`src/rtl/sysctl_pkg.sv`:
```
package sysctl_pkg;
  localparam int DATA_W = 32;
  localparam int N_TMR  = 2;

  // word indices
  localparam int IDX_GPIO_IN  = 0;
  localparam int IDX_GPIO_OUT = 1;
  localparam int IDX_GPIO_IEN = 2;
  localparam int IDX_T0_BASE  = 4;
  localparam int TMR_STRIDE   = 4;
  localparam int IDX_CFGPORT  = 16;
  localparam int IDX_SCRATCH  = 20;
  localparam int IDX_LOCK     = 21;
  localparam int IDX_CLKHZ    = 29;
  localparam int IDX_CAPS     = 30;
  localparam int IDX_SYSID    = 31;

  // offsets inside a timer group
  localparam int TMR_CTRL_OFS = 0;
  localparam int TMR_CMP_OFS  = 1;
  localparam int TMR_CNT_OFS  = 2;

  // control bits
  localparam int CTL_EN_BIT   = 0;
  localparam int CTL_AUTO_BIT = 1;

  localparam logic [15:0]       SHUTDOWN_CODE = 16'h000E;
  localparam logic [DATA_W-1:0] CFGPORT_READY = 32'h0000_0001;

  // next counter value: wrap to zero on a match, otherwise step by one
  function automatic logic [DATA_W-1:0] tmr_next(input logic [DATA_W-1:0] cnt,
                                                 input logic [DATA_W-1:0] cmp);
    return (cnt == cmp) ? '0 : cnt + 1'b1;
  endfunction

  function automatic logic is_shutdown_cmd(input logic [DATA_W-1:0] d);
    return d[15:0] == SHUTDOWN_CODE;
  endfunction

  function automatic int tmr_base(input int k);
    return IDX_T0_BASE + k * TMR_STRIDE;
  endfunction
endpackage

```
`src/rtl/sysctl_timer.sv`:
```
module sysctl_timer
  import sysctl_pkg::*;
(
  input  logic              clk,
  input  logic              rst_n,
  input  logic              wr_ctrl,
  input  logic              wr_cmp,
  input  logic              wr_cnt,
  input  logic [DATA_W-1:0] wdata,
  output logic              en_q,
  output logic              auto_q,
  output logic [DATA_W-1:0] cmp_q,
  output logic [DATA_W-1:0] cnt_q,
  output logic              hit,
  output logic              irq
);
  // match event, visible to the checker
  assign hit = en_q && (cnt_q == cmp_q);

  always_ff @(posedge clk) begin
    if (!rst_n) begin
      en_q   <= 1'b0;
      auto_q <= 1'b0;
      cmp_q  <= '0;
      cnt_q  <= '0;
      irq    <= 1'b0;
    end else begin
      if (wr_ctrl) begin
        en_q   <= wdata[CTL_EN_BIT];
        auto_q <= wdata[CTL_AUTO_BIT];
      end else if (hit && !auto_q) begin
        en_q <= 1'b0;
      end
      if (wr_cmp) cmp_q <= wdata;
      if (wr_cnt)    cnt_q <= wdata;
      else if (en_q) cnt_q <= tmr_next(cnt_q, cmp_q);
      irq <= hit;
    end
  end
endmodule

```
`src/rtl/sysctl_gpio.sv`:
```
module sysctl_gpio #(
  parameter int          GPIO_W = 8,
  parameter logic [31:0] STRAP  = 32'h0000_0001
) (
  input  logic              clk,
  input  logic              rst_n,
  input  logic [GPIO_W-1:0] pins,
  input  logic              wr_out,
  input  logic              wr_ien,
  input  logic [GPIO_W-1:0] wdata,
  output logic [GPIO_W-1:0] in_q,
  output logic [GPIO_W-1:0] out_q,
  output logic [GPIO_W-1:0] ien_q,
  output logic              irq
);
  localparam logic [GPIO_W-1:0] STRAP_BITS = STRAP[GPIO_W-1:0];

  always_ff @(posedge clk) begin
    if (!rst_n) begin
      in_q  <= STRAP_BITS;
      out_q <= '0;
      ien_q <= '0;
    end else begin
      in_q <= pins;
      if (wr_out) out_q <= wdata;
      if (wr_ien) ien_q <= wdata;
    end
  end

  assign irq = |(in_q & ien_q);
endmodule

```
`src/rtl/sysctl_cmd.sv`:
```
module sysctl_cmd
  import sysctl_pkg::*;
(
  input  logic              clk,
  input  logic              rst_n,
  input  logic              wr_sysid,
  input  logic              wr_cfg,
  input  logic              wr_lock,
  input  logic              wr_scr,
  input  logic [DATA_W-1:0] wdata,
  output logic [DATA_W-1:0] scratch_q,
  output logic              lock_q,
  output logic              shut_hit,
  output logic              reset_req,
  output logic              shutdown_req
);
  // decoded shutdown command, visible to the checker
  assign shut_hit = wr_cfg && is_shutdown_cmd(wdata);

  always_ff @(posedge clk) begin
    if (!rst_n) begin
      scratch_q    <= '0;
      lock_q       <= 1'b0;
      reset_req    <= 1'b0;
      shutdown_req <= 1'b0;
    end else begin
      if (wr_scr)  scratch_q <= wdata;
      if (wr_lock) lock_q    <= 1'b1;
      reset_req    <= wr_sysid;
      shutdown_req <= shut_hit;
    end
  end
endmodule

```
`src/rtl/sysctl_top.sv`:
```
module sysctl_top
  import sysctl_pkg::*;
#(
  parameter int          ADDR_W = 7,
  parameter int          GPIO_W = 8,
  parameter logic [31:0] STRAP  = 32'h0000_0001,
  parameter logic [31:0] SYS_ID = 32'h1001_4D31,
  parameter logic [31:0] CLK_HZ = 32'd80_000_000,
  parameter logic [31:0] CAPS   = 32'h0000_0000
) (
  input  logic              clk,
  input  logic              rst_n,
  input  logic              bus_sel,
  input  logic              bus_we,
  input  logic [ADDR_W-1:0] bus_addr,
  input  logic [31:0]       bus_wdata,
  output logic [31:0]       bus_rdata,
  input  logic [GPIO_W-1:0] gpio_pins,
  output logic [GPIO_W-1:0] gpio_out,
  output logic              gpio_irq,
  output logic              timer0_irq,
  output logic              timer1_irq,
  output logic              sys_reset_req,
  output logic              sys_shutdown_req
);
  localparam int IDX_W = ADDR_W - 2;

  logic [IDX_W-1:0] widx;
  logic             wr;
  assign widx = bus_addr[ADDR_W-1:2];
  assign wr   = bus_sel && bus_we;

  // ---------------- GPIO ----------------
  logic              wr_gout, wr_gien;
  logic [GPIO_W-1:0] gin_q, gout_q, gien_q;
  assign wr_gout = wr && (widx == IDX_W'(IDX_GPIO_OUT));
  assign wr_gien = wr && (widx == IDX_W'(IDX_GPIO_IEN));

  sysctl_gpio #(.GPIO_W(GPIO_W), .STRAP(STRAP)) u_gpio (
    .clk   (clk),
    .rst_n (rst_n),
    .pins  (gpio_pins),
    .wr_out(wr_gout),
    .wr_ien(wr_gien),
    .wdata (bus_wdata[GPIO_W-1:0]),
    .in_q  (gin_q),
    .out_q (gout_q),
    .ien_q (gien_q),
    .irq   (gpio_irq)
  );
  assign gpio_out = gout_q;

  // ---------------- timers ----------------
  logic [N_TMR-1:0] t_wrc, t_wrp, t_wrn, t_en, t_auto, t_hit, t_irq;
  logic [DATA_W-1:0] t_cmp [N_TMR];
  logic [DATA_W-1:0] t_cnt [N_TMR];

  for (genvar k = 0; k < N_TMR; k++) begin : g_tmr
    localparam int BASE = tmr_base(k);
    assign t_wrc[k] = wr && (widx == IDX_W'(BASE + TMR_CTRL_OFS));
    assign t_wrp[k] = wr && (widx == IDX_W'(BASE + TMR_CMP_OFS));
    assign t_wrn[k] = wr && (widx == IDX_W'(BASE + TMR_CNT_OFS));

    sysctl_timer u_tmr (
      .clk    (clk),
      .rst_n  (rst_n),
      .wr_ctrl(t_wrc[k]),
      .wr_cmp (t_wrp[k]),
      .wr_cnt (t_wrn[k]),
      .wdata  (bus_wdata),
      .en_q   (t_en[k]),
      .auto_q (t_auto[k]),
      .cmp_q  (t_cmp[k]),
      .cnt_q  (t_cnt[k]),
      .hit    (t_hit[k]),
      .irq    (t_irq[k])
    );
  end

  assign timer0_irq = t_irq[0];
  assign timer1_irq = t_irq[1];

  // ---------------- command / debug ----------------
  logic              wr_sysid, wr_cfg, wr_lock, wr_scr;
  logic [DATA_W-1:0] scratch_q;
  logic              lock_q, shut_hit;
  assign wr_sysid = wr && (widx == IDX_W'(IDX_SYSID));
  assign wr_cfg   = wr && (widx == IDX_W'(IDX_CFGPORT));
  assign wr_lock  = wr && (widx == IDX_W'(IDX_LOCK));
  assign wr_scr   = wr && (widx == IDX_W'(IDX_SCRATCH));

  sysctl_cmd u_cmd (
    .clk         (clk),
    .rst_n       (rst_n),
    .wr_sysid    (wr_sysid),
    .wr_cfg      (wr_cfg),
    .wr_lock     (wr_lock),
    .wr_scr      (wr_scr),
    .wdata       (bus_wdata),
    .scratch_q   (scratch_q),
    .lock_q      (lock_q),
    .shut_hit    (shut_hit),
    .reset_req   (sys_reset_req),
    .shutdown_req(sys_shutdown_req)
  );

  // ---------------- read mux ----------------
  always_comb begin
    bus_rdata = '0;
    case (int'(widx))
      IDX_GPIO_IN:  bus_rdata[GPIO_W-1:0] = gin_q;
      IDX_GPIO_OUT: bus_rdata[GPIO_W-1:0] = gout_q;
      IDX_GPIO_IEN: bus_rdata[GPIO_W-1:0] = gien_q;
      IDX_T0_BASE + TMR_CTRL_OFS: begin
        bus_rdata[CTL_EN_BIT]   = t_en[0];
        bus_rdata[CTL_AUTO_BIT] = t_auto[0];
      end
      IDX_T0_BASE + TMR_CMP_OFS: bus_rdata = t_cmp[0];
      IDX_T0_BASE + TMR_CNT_OFS: bus_rdata = t_cnt[0];
      IDX_T0_BASE + TMR_STRIDE + TMR_CTRL_OFS: begin
        bus_rdata[CTL_EN_BIT]   = t_en[1];
        bus_rdata[CTL_AUTO_BIT] = t_auto[1];
      end
      IDX_T0_BASE + TMR_STRIDE + TMR_CMP_OFS: bus_rdata = t_cmp[1];
      IDX_T0_BASE + TMR_STRIDE + TMR_CNT_OFS: bus_rdata = t_cnt[1];
      IDX_CFGPORT: bus_rdata = CFGPORT_READY;
      IDX_SCRATCH: bus_rdata = scratch_q;
      IDX_LOCK:    bus_rdata[0] = lock_q;
      IDX_CLKHZ:   bus_rdata = CLK_HZ;
      IDX_CAPS:    bus_rdata = CAPS;
      IDX_SYSID:   bus_rdata = SYS_ID;
      default:     bus_rdata = '0;
    endcase
  end
endmodule

```
`config.mk`:
```
export PLATFORM = sky130hd
export DESIGN_NAME = sysctl_top
export DESIGN_NICKNAME = d
export VERILOG_FILES = /design/src/rtl/sysctl_pkg.sv /design/src/rtl/sysctl_timer.sv /design/src/rtl/sysctl_gpio.sv /design/src/rtl/sysctl_cmd.sv /design/src/rtl/sysctl_top.sv
export SDC_FILE = /design/constraint.sdc
export NUM_CORES = 1
export LEC_CHECK = 0
export ABC_AREA = 1
export BUFFER_PORTS_ARGS = -buffer_cell sky130_fd_sc_hd__buf_2
export CAP_MARGIN = 0
export CORE_ASPECT_RATIO = 1.5
export CORE_UTILIZATION = 60
export DETAILED_ROUTE_END_ITERATION = 10
export PLACE_DENSITY = 0.78
export SETUP_SLACK_MARGIN = 0.02
export SLEW_MARGIN = 40
export SYNTH_ARGS = -nofsm -noshare
export SYNTH_HDL_FRONTEND = slang
export SYNTH_SLANG_ARGS = --single-unit
```
`constraint.sdc`:
```
create_clock -name clk -period 3.95 [get_ports clk]
set_input_delay 0.5925 -clock clk [delete_from_list [all_inputs] [get_ports clk]]
set_output_delay 0.5925 -clock clk [all_outputs]
set_load 0.005 [all_outputs]
```
After elaboration in Yosys (flattened, before gate mapping) --
Index checks and enable logic that the tools add are counted.
Storage, ports and cells: bits in registers 193, output and inout bits 45, logic and storage cells 77
Cells by class: add/sub/neg operators 2, equality and inequality tests 16, multiplexer cells 14, bitwise gates (word level) 1, reduce and logical (&&, ||, !) cells 27
Operators by type and width (number):
- $mux 32 | 6
- $pmux 24 s7 | 1
- $add 32x1->32 const B | 2
- $eq 32x32->1 | 2
- $pmux 6 s9 | 1
- $eq 5x5->1 const B | 5
- $logic_and 1x1->1 | 18
- $eq 16x4->1 const B | 1
- $eq 5x3->1 const B | 3
- $eq 5x4->1 const B | 3
- $pmux 1 s12 | 1
- $pmux 1 s10 | 1
- $and 8x8->8 | 1
- $reduce_bool 2->1 | 4
- $reduce_or 8->1 | 1
- $eq 5x1->1 const B | 1
- $eq 5x2->1 const B | 1
- $logic_not 5->1 | 1
- $mux 1 | 4
- $logic_not 1->1 | 2
- $reduce_or 2->1 | 1

Longest topological paths before layout --
word-level depth 5, mapped depth 11, depth with buffers taken out 11

By module --
Synthesis repeated with hierarchy kept, for this count alone.
Unflattened totals: cells, all modules 1763, area total of the unflattened synthesis 11546.1 um^2
Modules (own cells, without submodules):
- sysctl_timer | times used 2, cells an instance 544, area an instance 3822.4 um^2
- sysctl_top | times used 1, cells an instance 405, area an instance 1835.5 um^2
- sysctl_cmd | times used 1, cells an instance 163, area an instance 1238.7 um^2
- sysctl_gpio | times used 1, cells an instance 107, area an instance 827.0 um^2

Worst setup path before layout --
OpenSTA, ideal clock, no wires.
path type input to output, from input bus_addr[3], to output bus_rdata[10], arrival 1.582 ns, required time 3.357 ns, path slack 1.775 ns, cell stages on the path 7, path buffers 2, cells stage by stage nor2_2 > nand3_1 > inv_1 > buf_2 > buf_2 > nand2_1 > o2111ai_1
Between the ends: cells in the longest elaborated chain, start to end 2, elaborated cells between the ends (all ways) 8, classes of those cells 7 x eq/ne; 1 x mux
Ends and longest elaborated chain:
- from (decl) | RTL line sysctl_top.sv:15 | input logic [ADDR_W-1:0] bus_addr,
- $eq 5x5->1 (tied with other cells) | RTL line sysctl_top.sv:110 | case (int'(widx))
- $pmux 24 s7 (*) | RTL line sysctl_top.sv:110
- to (decl) | RTL line sysctl_top.sv:17 | output logic [31:0] bus_rdata,
Mark *: on every way between the ends. The rest lies on a longest branch, timed or not.

Worst setup path after layout --
from input bus_addr[4], to output bus_rdata[20]
The elaborated chain is that of the path after synthesis.

==> impl_results.md <==
* Status: finished clean
* Cts repair resizes at 0
* Hold Vio Cnt, Final at 0
* Syn Inst Count at 1682
* Slew @ Worst Pin at 0.808 ns
* P per Cell Area at 328 mW/mm2
* Clock slew at reported path FFs at 0.07 ns
* Buffer and inverter count on the worst path at 5
* Critical Path Max Stage Delay at 0.36 ns
* CP Capture Type: output pin
* Post-synth ARST share at 0
* Hold_buf cts at 0
* Die Width at 113 um
* Unique cell type count in the Yosys netlist at 37
* Slowest cell on crit path: buf_4
* Longest Clk Path Bufs at 2
* Synth top area share at 0.350
* Skew final at 0.0116 ns
* Static leakage at 0.00472 uW
* Hold endpoint: u_gpio.in_q[3]
* Starting DRT DRC Count at 1558
* WHS Path Cells at 3
* Gr usage total at 0.399
* Worst min-delay path class: primary input to flop
* Critical Path AT at 2.48 ns
* Initial antenna violation count at 1
* Min-delay src: gpio_pins[3]
* Post-DP HPWL at 27500 um
* Combinational fraction of design power at 0.074
* Die area at 0.0190 mm2
* Worst path cell trace: buf_2 -> inv_2 -> nor2_1 -> nand3_1 -> inv_1 -> buf_4 -> nand2_1 -> o21ai_0 -> a221oi_1 -> o21ai_0 -> buf_2
* Synthesized flop and latch total at 193
* Fmax at 325 MHz
* Sequential power share at 0.497
* Largest net degree at the start of global routing at 106
* Rel. slew slack at 0.460
* Vias in the first global route at 10600
* Router iterations before antenna repair at 7
* Area delta synth->final at 9.62%
* Share of total power in the clock network at 0.429
* Core Region at 0.0180 mm2
* Critical Path Start Type: primary input
* Clk sink count at 193
* Post-synthesis sequential area ratio at 0.350
* Sw power at 1100 uW
* Die height at 168 um
* Critical Path RT at 3.36 ns
* H-tree depth at 4
* Syn Area/Cell at 6.57 um2
* Final min period at 3.08 ns
* Final setup fails at 0
* Synth top area cells: dfxtp_1 35%, nand2_1 11%, a21oi_1 9.1%
* Post-CTS Setup Repair Bufs at 0
* Worst vdd ir at 0.000315 V
* Most frequent cell after synthesis: nand2_1
* Post-synth EDFFs at 0
* Vias at 11900
* Post-synth top area cell: dfxtp_1
* CTS tree: yes
* Worst-path maximum fanout at 27
* P_int at 2870 uW
* DR WL/cell at 19.3 um
* Post-Syn Area at 0.0110 mm2
* Final worst setup slack at 0.873 ns
* Layout cells sized above 1 at 0.0966
* Starting density of the core at 0.613
* Final #Nets at 1779
* Path depth of the worst reg2reg path at 10
* FF-to-FF End: g_tmr[0].u_tmr.cnt_q[4]
* Global route total overflow at 0
* FF-to-FF Start: g_tmr[0].u_tmr.cnt_q[17]
* Net Count, Synth at 1735
* Fin crit share at 0.779
* RSZ-0062 raised after global routing: no
* Buffers on Ports at 93
* Clk_lat worst skew at 0.45 ns
* Yosys warnings at 0
* Routed vias/inst at 6.09
* Clk root buf: clkbuf_16
* Placed cell area at 0.0115 mm2
* First-pass GRT wire length at 58100 um
* Antenna-violating nets left at 0
* CP delay by family, top: buffers and inverters
* CTS Buf Count at 17
* IO Pins at 96
* TNS Setup at 0 ns
* Worst-case register-to-register setup slack at 1.73 ns
* Row count at 60
* Top post-synthesis cells by count: 322 x nand2_1, 254 x inv_1, 200 x a21oi_1
* Number of max-cap violations at 0
* Fin. max-slew vios at 0
* # DRC at 0
* Sw frac at 0.277
* Layout Cell Area excl Fill at 0.0121 mm2
* DP Worst Slack at 0.954 ns
* Drt total wl at 37700 um
* Critical path type: primary input to output pin
* RePlAce Congestion at 1.01
* Synth Flop Type: dfxtp_1
final cells by class:
cell class / count / area (um2)
multi-input combinational: 1140 / 5820
clock buffer: 18 / 439
tap: 217 / 272
fill: 1713 / 5910
inverter: 264 / 991
antenna: 1 / 2.50
timing repair buffer: 110 / 597
sequential: 193 / 3860
clock inverter: 14 / 120
registers in the layout (all words and copies together), names as in the netlist, 2 cells and up:
signal	flops
u_gpio.ien_q	8
g_tmr.u_tmr.irq	2
u_cmd.scratch_q	32
g_tmr.u_tmr.cmp_q	64
u_gpio.out_q	8
g_tmr.u_tmr.en_q	2
u_gpio.in_q	8
g_tmr.u_tmr.cnt_q	64
g_tmr.u_tmr.auto_q	2
layer usage:
metal | wire length [um] | track usage | part of all wire
met4 | 1300 | 0.147 | 0.034
met2 | 16800 | 0.612 | 0.45
met5 | 0 | 0 | 0
met3 | 3810 | 0.0688 | 0.10
met1 | 15800 | 0.559 | 0.42
kinds of logic (layout without fill, tap and decap cells):
| family | count (synthesis) | count (layout) | share of synthesized area |
|---|---|---|---|
| AO/OA/AOI/OAI | 458 | 458 | 0.231 |
| XOR/XNOR | 65 | 65 | 0.0515 |
| adder cells (fa/ha/maj) | 2 | 2 | 0.00226 |
| buffers and inverters | 349 | 406 | 0.124 |
| flip-flops | 193 | 193 | 0.350 |
| other | 0 | 1 | 0 |
| AND/OR/NAND/NOR | 615 | 615 | 0.241 |
how the worst max path moves through the flow:
stage / start / endpoint / slack (ns) / cells past startpoint
global placement: bus_addr[4] / bus_rdata[20] / 0.93 / 11
detailed placement: bus_addr[4] / bus_rdata[20] / 0.95 / 11
CTS: bus_addr[3] / bus_rdata[7] / 0.93 / 8
finish: bus_addr[4] / bus_rdata[20] / 0.87 / 11
global route: bus_addr[4] / bus_rdata[20] / 0.70 / 11
floorplan: bus_addr[3] / bus_rdata[10] / 1.78 / 7
power groups by stage:
| stage | sequential [uW] | combinational (uW) | clock, uW |
|---|---|---|---|
| after detailed placement | 2020 | 281 | 0 |
| final | 1970 | 292 | 1700 |
| after global placement | 2020 | 280 | 0 |
| after CTS | 1970 | 282 | 1700 |
| after floorplan | 2010 | 169 | 0 |
| after global routing | 1970 | 311 | 1770 |
placed cells by master (no fill, tap or decap), types with 16 or more instances in the layout:
cell type and instances:
xnor2_1 44, xor2_1 21, nand3_1 96, a21oi_1 200
o22ai_1 91, buf_4 16, dfxtp_1 193, inv_1 254
clkbuf_16 17, o21ai_0 113, nand2_1 319, buf_2 93
nand4_1 51, nor2_1 114
worst min-delay path, delay by kind of cell:
family	cells	cell delay, ns
buf+inv	2	0.11
simple gates	1	0.04
metrics by stage:
step	cells	power, uW	utilization	hold WS, ns
after global placement	1924	2300	0.640	0.473
after CTS	1956	3960	0.672	0.322
after floorplan	1682	2180	-	0.451
after detailed placement	1924	2300	0.641	0.481
final	1957	3970	0.672	0.326
after global routing	1957	4060	0.672	0.330
Power figures use the tool's default switching activity.
